===== src/rtl/lp_pkg.sv =====
package lp_pkg;

  // Strobes from the control to the entry table, one set per cycle.
  typedef struct packed {
    logic specAdv;   // matching lookup advances the speculative counter
    logic train;     // resolved outcome hits an entry
    logic restore;   // flush: speculative counter := resolve-time counter
    logic alloc;     // write a new entry at the round-robin slot
  } lpStrobes_t;

endpackage


===== src/rtl/loop_pred_table.sv =====
module loop_pred_table
  import lp_pkg::*;
#(
  parameter int ENTRIES = 16,
  parameter int PC_W    = 32,
  parameter int ITER_W  = 5,
  localparam int IDX_W  = $clog2(ENTRIES)
) (
  input  logic              clk,
  input  logic              rst_n,
  input  lpStrobes_t        strb,
  input  logic [IDX_W-1:0]  allocIdx,
  input  logic [ITER_W-1:0] allocTrip,
  input  logic [PC_W-1:0]   lookupPc,
  input  logic [PC_W-1:0]   updatePc,
  input  logic              updateTaken,
  output logic              lookupAny,
  output logic              lookupConf,
  output logic              lookupTaken,
  output logic              updateAny
);

  localparam logic [ITER_W-1:0] ITER_MAX = '1;
  localparam logic [1:0]        CONF_MAX = 2'd3;

  logic [ENTRIES-1:0] lookVec;
  logic [ENTRIES-1:0] updVec;
  logic [ENTRIES-1:0] confVec;
  logic [ENTRIES-1:0] takVec;

  for (genvar i = 0; i < ENTRIES; i++) begin : g_ent
    logic              validQ;
    logic [PC_W-1:0]   tagQ;
    logic [ITER_W-1:0] tripQ, archQ, specQ;
    logic [ITER_W-1:0] tripD, archD, specD;
    logic [1:0]        confQ, confD;
    logic              isUpd, isLook, isAlloc;

    assign lookVec[i] = validQ && (tagQ == lookupPc);
    assign updVec[i]  = validQ && (tagQ == updatePc);
    assign confVec[i] = lookVec[i] && (confQ == CONF_MAX);
    assign takVec[i]  = lookVec[i] && (specQ < tripQ);

    assign isAlloc = strb.alloc && (allocIdx == IDX_W'(i));
    assign isUpd   = strb.train && updVec[i];
    assign isLook  = strb.specAdv && lookVec[i];

    always_comb begin
      archD = archQ;
      tripD = tripQ;
      confD = confQ;
      if (isAlloc) begin
        archD = '0;
        tripD = allocTrip;
        confD = '0;
      end else if (isUpd) begin
        if (updateTaken) begin
          archD = (archQ == ITER_MAX) ? archQ : archQ + 1'b1;
        end else begin
          archD = '0;
          if (archQ == tripQ) begin
            confD = (confQ == CONF_MAX) ? confQ : confQ + 2'd1;
          end else begin
            confD = '0;
            tripD = archQ;
          end
        end
      end
    end

    always_comb begin
      specD = specQ;
      if (isAlloc)           specD = '0;
      else if (strb.restore) specD = archD;
      else if (isLook)       specD = (specQ >= tripQ) ? '0 : specQ + 1'b1;
    end

    always_ff @(posedge clk) begin
      if (!rst_n) begin
        validQ <= 1'b0;
        tagQ   <= '0;
        tripQ  <= '0;
        archQ  <= '0;
        specQ  <= '0;
        confQ  <= '0;
      end else begin
        if (isAlloc) begin
          validQ <= 1'b1;
          tagQ   <= updatePc;
        end
        tripQ <= tripD;
        archQ <= archD;
        specQ <= specD;
        confQ <= confD;
      end
    end

    // after a flush the speculative counter equals the resolve-time one
    assert_restore_copy_R6: assert property (@(posedge clk) disable iff (!rst_n)
      (strb.restore && !isAlloc) |=> (specQ == archQ));

    // a lookup at or past the trip count wraps the counter to zero
    assert_exit_wrap_R5: assert property (@(posedge clk) disable iff (!rst_n)
      (isLook && !strb.restore && !isAlloc && (specQ >= tripQ)) |=> (specQ == '0));

    // an exit at the wrong count drops confidence to zero
    assert_mismatch_clear_R3: assert property (@(posedge clk) disable iff (!rst_n)
      (isUpd && !isAlloc && !updateTaken && (archQ != tripQ)) |=> (confQ == 2'd0));
  end

  assign lookupAny   = |lookVec;
  assign updateAny   = |updVec;
  assign lookupConf  = |confVec;
  assign lookupTaken = |takVec;

  // never two entries for one address
  assert_single_match_R2: assert property (@(posedge clk) disable iff (!rst_n)
    $onehot0(lookVec) && $onehot0(updVec));

endmodule


===== src/rtl/loop_pred_ctrl.sv =====
module loop_pred_ctrl
  import lp_pkg::*;
#(
  parameter int ENTRIES = 16,
  parameter int PC_W    = 32,
  parameter int ITER_W  = 5,
  localparam int IDX_W  = $clog2(ENTRIES)
) (
  input  logic              clk,
  input  logic              rst_n,
  input  logic              lookupValid,
  input  logic              updateValid,
  input  logic [PC_W-1:0]   updatePc,
  input  logic              updateTaken,
  input  logic              updateBackward,
  input  logic              flush,
  input  logic              lookupAny,
  input  logic              updateAny,
  output lpStrobes_t        strb,
  output logic [IDX_W-1:0]  allocIdx,
  output logic [ITER_W-1:0] allocTrip
);

  localparam logic [ITER_W-1:0] ITER_MAX = '1;
  localparam logic [IDX_W-1:0]  LAST_IDX = IDX_W'(ENTRIES - 1);

  logic [PC_W-1:0]   candPcQ;
  logic [ITER_W-1:0] candRunQ;
  logic [IDX_W-1:0]  rrQ;
  logic              newBackward;
  logic              candSame;

  assign newBackward = updateValid && !updateAny && updateBackward;
  assign candSame    = (candRunQ != '0) && (candPcQ == updatePc);

  assign strb.specAdv = lookupValid && lookupAny;
  assign strb.train   = updateValid && updateAny;
  assign strb.restore = flush;
  assign strb.alloc   = newBackward && !updateTaken && candSame;

  assign allocIdx  = rrQ;
  assign allocTrip = candRunQ;

  always_ff @(posedge clk) begin
    if (!rst_n) begin
      candPcQ  <= '0;
      candRunQ <= '0;
      rrQ      <= '0;
    end else begin
      if (newBackward) begin
        if (updateTaken) begin
          if (candSame) begin
            candRunQ <= (candRunQ == ITER_MAX) ? candRunQ : candRunQ + 1'b1;
          end else begin
            candPcQ  <= updatePc;
            candRunQ <= ITER_W'(1);
          end
        end else begin
          candRunQ <= '0;
        end
      end
      if (strb.alloc) begin
        rrQ <= (rrQ == LAST_IDX) ? '0 : rrQ + 1'b1;
      end
    end
  end

  // every allocation moves the victim pointer
  assert_rr_advance_R7: assert property (@(posedge clk) disable iff (!rst_n)
    strb.alloc |=> (rrQ != $past(rrQ)));

  // a taken run that ends in an exit leaves no candidate behind
  assert_cand_cleared_R2: assert property (@(posedge clk) disable iff (!rst_n)
    (newBackward && !updateTaken) |=> (candRunQ == '0));

endmodule


===== src/rtl/loop_exit_predictor.sv =====
module loop_exit_predictor
  import lp_pkg::*;
#(
  parameter int ENTRIES = 16,
  parameter int PC_W    = 32,
  parameter int ITER_W  = 5
) (
  input  logic            clk,
  input  logic            rst_n,
  input  logic            lookupValid,
  input  logic [PC_W-1:0] lookupPc,
  input  logic            updateValid,
  input  logic [PC_W-1:0] updatePc,
  input  logic            updateTaken,
  input  logic            updateBackward,
  input  logic            flush,
  output logic            predHit,
  output logic            predTaken
);

  localparam int IDX_W = $clog2(ENTRIES);

  lpStrobes_t        strb;
  logic [IDX_W-1:0]  allocIdx;
  logic [ITER_W-1:0] allocTrip;
  logic              lookupAny, lookupConf, lookupTaken, updateAny;

  loop_pred_ctrl #(.ENTRIES(ENTRIES), .PC_W(PC_W), .ITER_W(ITER_W)) i_ctrl (
    .clk(clk), .rst_n(rst_n),
    .lookupValid(lookupValid), .updateValid(updateValid),
    .updatePc(updatePc), .updateTaken(updateTaken),
    .updateBackward(updateBackward), .flush(flush),
    .lookupAny(lookupAny), .updateAny(updateAny),
    .strb(strb), .allocIdx(allocIdx), .allocTrip(allocTrip)
  );

  loop_pred_table #(.ENTRIES(ENTRIES), .PC_W(PC_W), .ITER_W(ITER_W)) i_table (
    .clk(clk), .rst_n(rst_n), .strb(strb),
    .allocIdx(allocIdx), .allocTrip(allocTrip),
    .lookupPc(lookupPc), .updatePc(updatePc), .updateTaken(updateTaken),
    .lookupAny(lookupAny), .lookupConf(lookupConf),
    .lookupTaken(lookupTaken), .updateAny(updateAny)
  );

  assign predHit   = lookupValid && lookupConf;
  assign predTaken = predHit && lookupTaken;

  // an override needs a lookup and a matching entry
  assert_hit_needs_match_R4: assert property (@(posedge clk) disable iff (!rst_n)
    predHit |-> (lookupValid && lookupAny));

endmodule


===== config.mk =====
export PLATFORM = sky130hd
export DESIGN_NAME = loop_exit_predictor
export DESIGN_NICKNAME = d
export VERILOG_FILES = /design/src/rtl/lp_pkg.sv /design/src/rtl/loop_pred_table.sv /design/src/rtl/loop_pred_ctrl.sv /design/src/rtl/loop_exit_predictor.sv
export SDC_FILE = /design/constraint.sdc
export NUM_CORES = 2
export LEC_CHECK = 0
export ABC_AREA = 1
export CAP_MARGIN = 20
export CELL_PAD_IN_SITES_DETAIL_PLACEMENT = 1
export CELL_PAD_IN_SITES_GLOBAL_PLACEMENT = 1
export CORE_MARGIN = 3
export CORE_UTILIZATION = 35
export CTS_CLUSTER_DIAMETER = 50
export CTS_CLUSTER_SIZE = 12
export DETAILED_ROUTE_END_ITERATION = 6
export PLACE_DENSITY_LB_ADDON = 0.1
export SLEW_MARGIN = 20
export SYNTH_ARGS = -nofsm -noshare
export SYNTH_HDL_FRONTEND = slang
export SYNTH_SLANG_ARGS = --single-unit

===== constraint.sdc =====
create_clock -name clk -period 3.5 [get_ports clk]
set_input_delay 0.7 -clock clk [delete_from_list [all_inputs] [get_ports clk]]
set_output_delay 0.7 -clock clk [all_outputs]
set_load 0.02 [all_outputs]

==> impl_metrics.json <==
{
  "outcome": "finished with violations",
  "failed_checks": "negative setup slack",
  "core_mm2": 0.1595,
  "comb_power_share_pct": 15.2,
  "first_pass_iters": 6,
  "max_stage_delay_ns": 0.40,
  "route.detailed.drc": 0,
  "syn_nets": 9398,
  "final_cell_mix": "nand2_1 (2439), buf_4 (1702), nor2_1 (1036)",
  "finalWeightedCongestion": 1.063,
  "seq_area_frac_synth_pct": 29.75,
  "period_needed_ns": 4.031,
  "clk_pin_slew_worst_paths_ns": 0.06,
  "cts_max_path_buffers": 3,
  "p_sw_share_pct": 29.87,
  "maxSlewViolCount": 0,
  "timing.max_cap.violations": 0,
  "vias_per_cell": 5.800,
  "ant_nets": 0,
  "dpl-instance-area_mm2": 0.07536,
  "cp-start-kind": "input port",
  "cts_buffers": 143,
  "grt_max_degree": 162,
  "crit_buf_inv": 5,
  "dp_hpwl_um": 300300,
  "yosys_warnings": 0,
  "layout_commonest_cell": "nand2_1",
  "antenna_found_initial": 34,
  "hp-class": "in -> reg",
  "fin_util_pct": 52.05,
  "synthToLayoutAreaGrowth_pct": 46.66,
  "min-delay-start": "rst_n",
  "whs_endpoint": "i_table.g_ent[12].tripQ[1]",
  "period_share_pct": 115.2,
  "clockPowerShare_pct": 51.8,
  "cts_tree": "yes",
  "ctsHtreeMaxLevel": 4,
  "critPathMaxFanout": 13,
  "reg2reg_setup_slack_ns": 0,
  "seq_power_share_pct": 33.0,
  "ctsHoldBuffers": 0,
  "vias": 76850,
  "fin_setup_tns_ns": -0.9782,
  "die_h_um": 408.1,
  "clock.fmax_ghz": 0.2481,
  "r2r_start": "i_table.g_ent[4].tagQ[22]",
  "die_area_mm2": 0.1666,
  "drtIter0Drc": 9541,
  "die_w_um": 408.1,
  "synth_top_area_share_pct": 29.75,
  "grt_pass1_vias": 75760,
  "drive_gt1_share_pct": 24.72,
  "io_pins": 73,
  "power.density_mw_per_mm2": 350.7,
  "p_int_uw": 20420,
  "synth_area_leaders": "dfxtp_1 (30%), nand2_1 (16%), nor2_1 (7.3%)",
  "cts_root_buffer": "clkbuf_16",
  "syn_area_mm2": 0.05660,
  "cp_slowest_cell": "nand4_1",
  "place_inst": 12850,
  "numClockSinks": 841,
  "p_switching_uw": 8695,
  "layoutNonFillerInstCount": 13250,
  "ys_seq_elements": 841,
  "fin_hold_ws_ns": 0.3250,
  "grt_overflow_total": 0,
  "initial_core_util_pct": 35.49,
  "yosys.area.top_type": "dfxtp_1",
  "nNetsFinal": 11170,
  "clock_skew_ns": 0.04013,
  "rows": 146,
  "grt_pass1_wl_um": 545200,
  "rsz0062_at_grt": "true",
  "wirelength_um": 398000,
  "clk_latency_ns": 0.83,
  "post_drt_wl_per_cell_um": 30.04,
  "syn_inst": 9192,
  "arrival_ns": 3.33,
  "relSlewSlack_pct": 26.50,
  "worst-r2r-cell-count": 20,
  "timing.rr.end": "i_table.g_ent[0].tagQ[13]",
  "grt_use_total_pct": 45.13,
  "ir_drop_mv": 0.5665,
  "final_cell_area_mm2": 0.08301,
  "n_fill_cell": 20800,
  "crit_required_ns": 2.80,
  "setup-violations-final": 6,
  "hold_viol_final": 0,
  "ys_types": 59,
  "cp_top_family": "buffers and inverters",
  "synth.avg_cell_area_um2": 6.157,
  "io_buffers": 72,
  "worstPathCellList": "buf_2 -> buf_12 -> buf_4 -> o21ai_0 -> nor2_1 -> nand2_1 -> nor2_2 -> nand4_1 -> buf_4 -> o22ai_2 -> nor2_1 -> nand2_1 -> o21ai_4 -> a31oi_4 -> buf_6",
  "cp-end-kind": "output port",
  "leakage_uw": 0.03692,
  "hold_depth": 3,
  "setup_slack_ns": -0.5312,
  "worstSetupPathType": "in -> out",
  "worstMarginPinSlew_ns": 1.102
}
==> logic make-up after synthesis <==
logic type | count (synthesis) | share of synthesized area (%)
buffers and inverters | 1455 | 10.58
adder cells (fa/ha/maj) | 135 | 2.984
AO/OA/AOI/OAI | 1808 | 16.78
XOR/XNOR | 407 | 6.298
flip-flops | 841 | 29.75
AND/OR/NAND/NOR | 4546 | 33.61
==> power by group through the flow <==
stage	Sequential [uW]	Combinational, uW	Clock [uW]
5_1_grt	9610	4440	15600
3_5_place_dp	9830	4080	0
3_3_place_gp	9820	4040	0
2_1_floorplan	9820	1400	0
4_1_cts	9620	4150	15100
6_report	9610	4420	15100
==> worst max path at each step <==
stage                                   start         to  cells after the start
finish                           lookupPc[19]  predTaken                     15
global route        i_table.g_ent[3].tripQ[4]  predTaken                     10
CTS                 i_table.g_ent[5].tagQ[28]  predTaken                     12
detailed placement               lookupPc[26]  predTaken                     18
global placement                 lookupPc[26]  predTaken                     18
floorplan                        lookupPc[20]  predTaken                     15
==> stage by stage <==
stage,power [uW],worst slack [ns]
after floorplan,11220,0.1292
after global placement,13870,-1.818
after detailed placement,13900,-1.744
after CTS,28910,-0.5240
after global routing,29610,-0.6271
final,29110,-0.5312
==> worst reg2reg max path, cell delays in order, from the launching register on <==
cell	delay, ns
dfxtp_1	0.53
buf_4	0.19
nand2_1	0.08
nand2_1	0.09
nor2_1	0.06
nand2_1	0.08
inv_1	0.04
nand2_1	0.06
nor2_1	0.04
nand3_1	0.22
nand2_1	0.22
nor2_1	0.18
nand2_1	0.20
nor2_2	0.28
nand4_1	0.13
buf_4	0.18
inv_2	0.09
buf_12	0.16
buf_12	0.22
o21ai_0	0.11
a21oi_1	0.26
==> final cells by class <==
type / instances / area (um^2) / share of cell area (%)
flip-flops and latches: 841 / 16940 / 20.41
clock inverters: 89 / 1064 / 1.281
well taps: 2146 / 2685 / 3.235
repair buffers: 2126 / 20050 / 24.16
diodes: 16 / 40.04 / 0.04823
clock buffers: 176 / 3925 / 4.728
multi-input cells: 6897 / 34630 / 41.71
inverters: 959 / 3674 / 4.425
==> cell usage after synthesis (all sizes together) <==
master / number
a2111oi: 6
a211oi: 7
a21o: 4
a21oi: 768
a221oi: 10
a22oi: 3
a311oi: 2
a31oi: 1
and2: 6
and3: 5
and3b: 2
buf: 251
clkbuf: 245
clkinv: 14
dfxtp: 841
ha: 135
inv: 945
nand2: 2478
nand3: 542
nand3b: 22
nand4: 297
nor2: 1117
nor2b: 1
nor3: 47
nor3b: 2
nor4: 7
o2111ai: 9
o211a: 4
o211ai: 12
o21a: 10
o21ai: 840
o21bai: 8
o221ai: 20
o22ai: 99
o2bb2ai: 1
o311ai: 2
o31ai: 2
or2: 17
or4: 3
xnor2: 300
xor2: 107
==> state kept, by name, indices dropped and copies added, names as in the netlist <==
name	count
i_table.g_ent.tripQ	80
i_table.g_ent.validQ	16
i_table.g_ent.tagQ	512
i_table.g_ent.confQ	32
i_ctrl.allocIdx	4
i_ctrl.allocTrip	5
i_table.g_ent.specQ	80
i_ctrl.candPcQ	32
i_table.g_ent.archQ	80
==> routing by layer <==
layer | track usage (%) | vias to the layer above | share of wire (%)
met3 | 10.81 | 1213 | 11
met1 | 59.03 | 37740 | 40
met2 | 66.10 | 4392 | 41
met5 | 0 | - | 0.027
li1 | - | 33490 | -
met4 | 29.15 | 16 | 7.8
==> repair_timing <==
| action | 4_1_cts | 5_1_grt |
|---|---|---|
| buffers inserted | 73 | 41 |
| pin swaps | 39 | 77 |
| setup endpoints to repair | 277 | 753 |
| cloned | 4 | 17 |
| resized for setup | 229 | 274 |
Power figures use the tool's default switching activity.
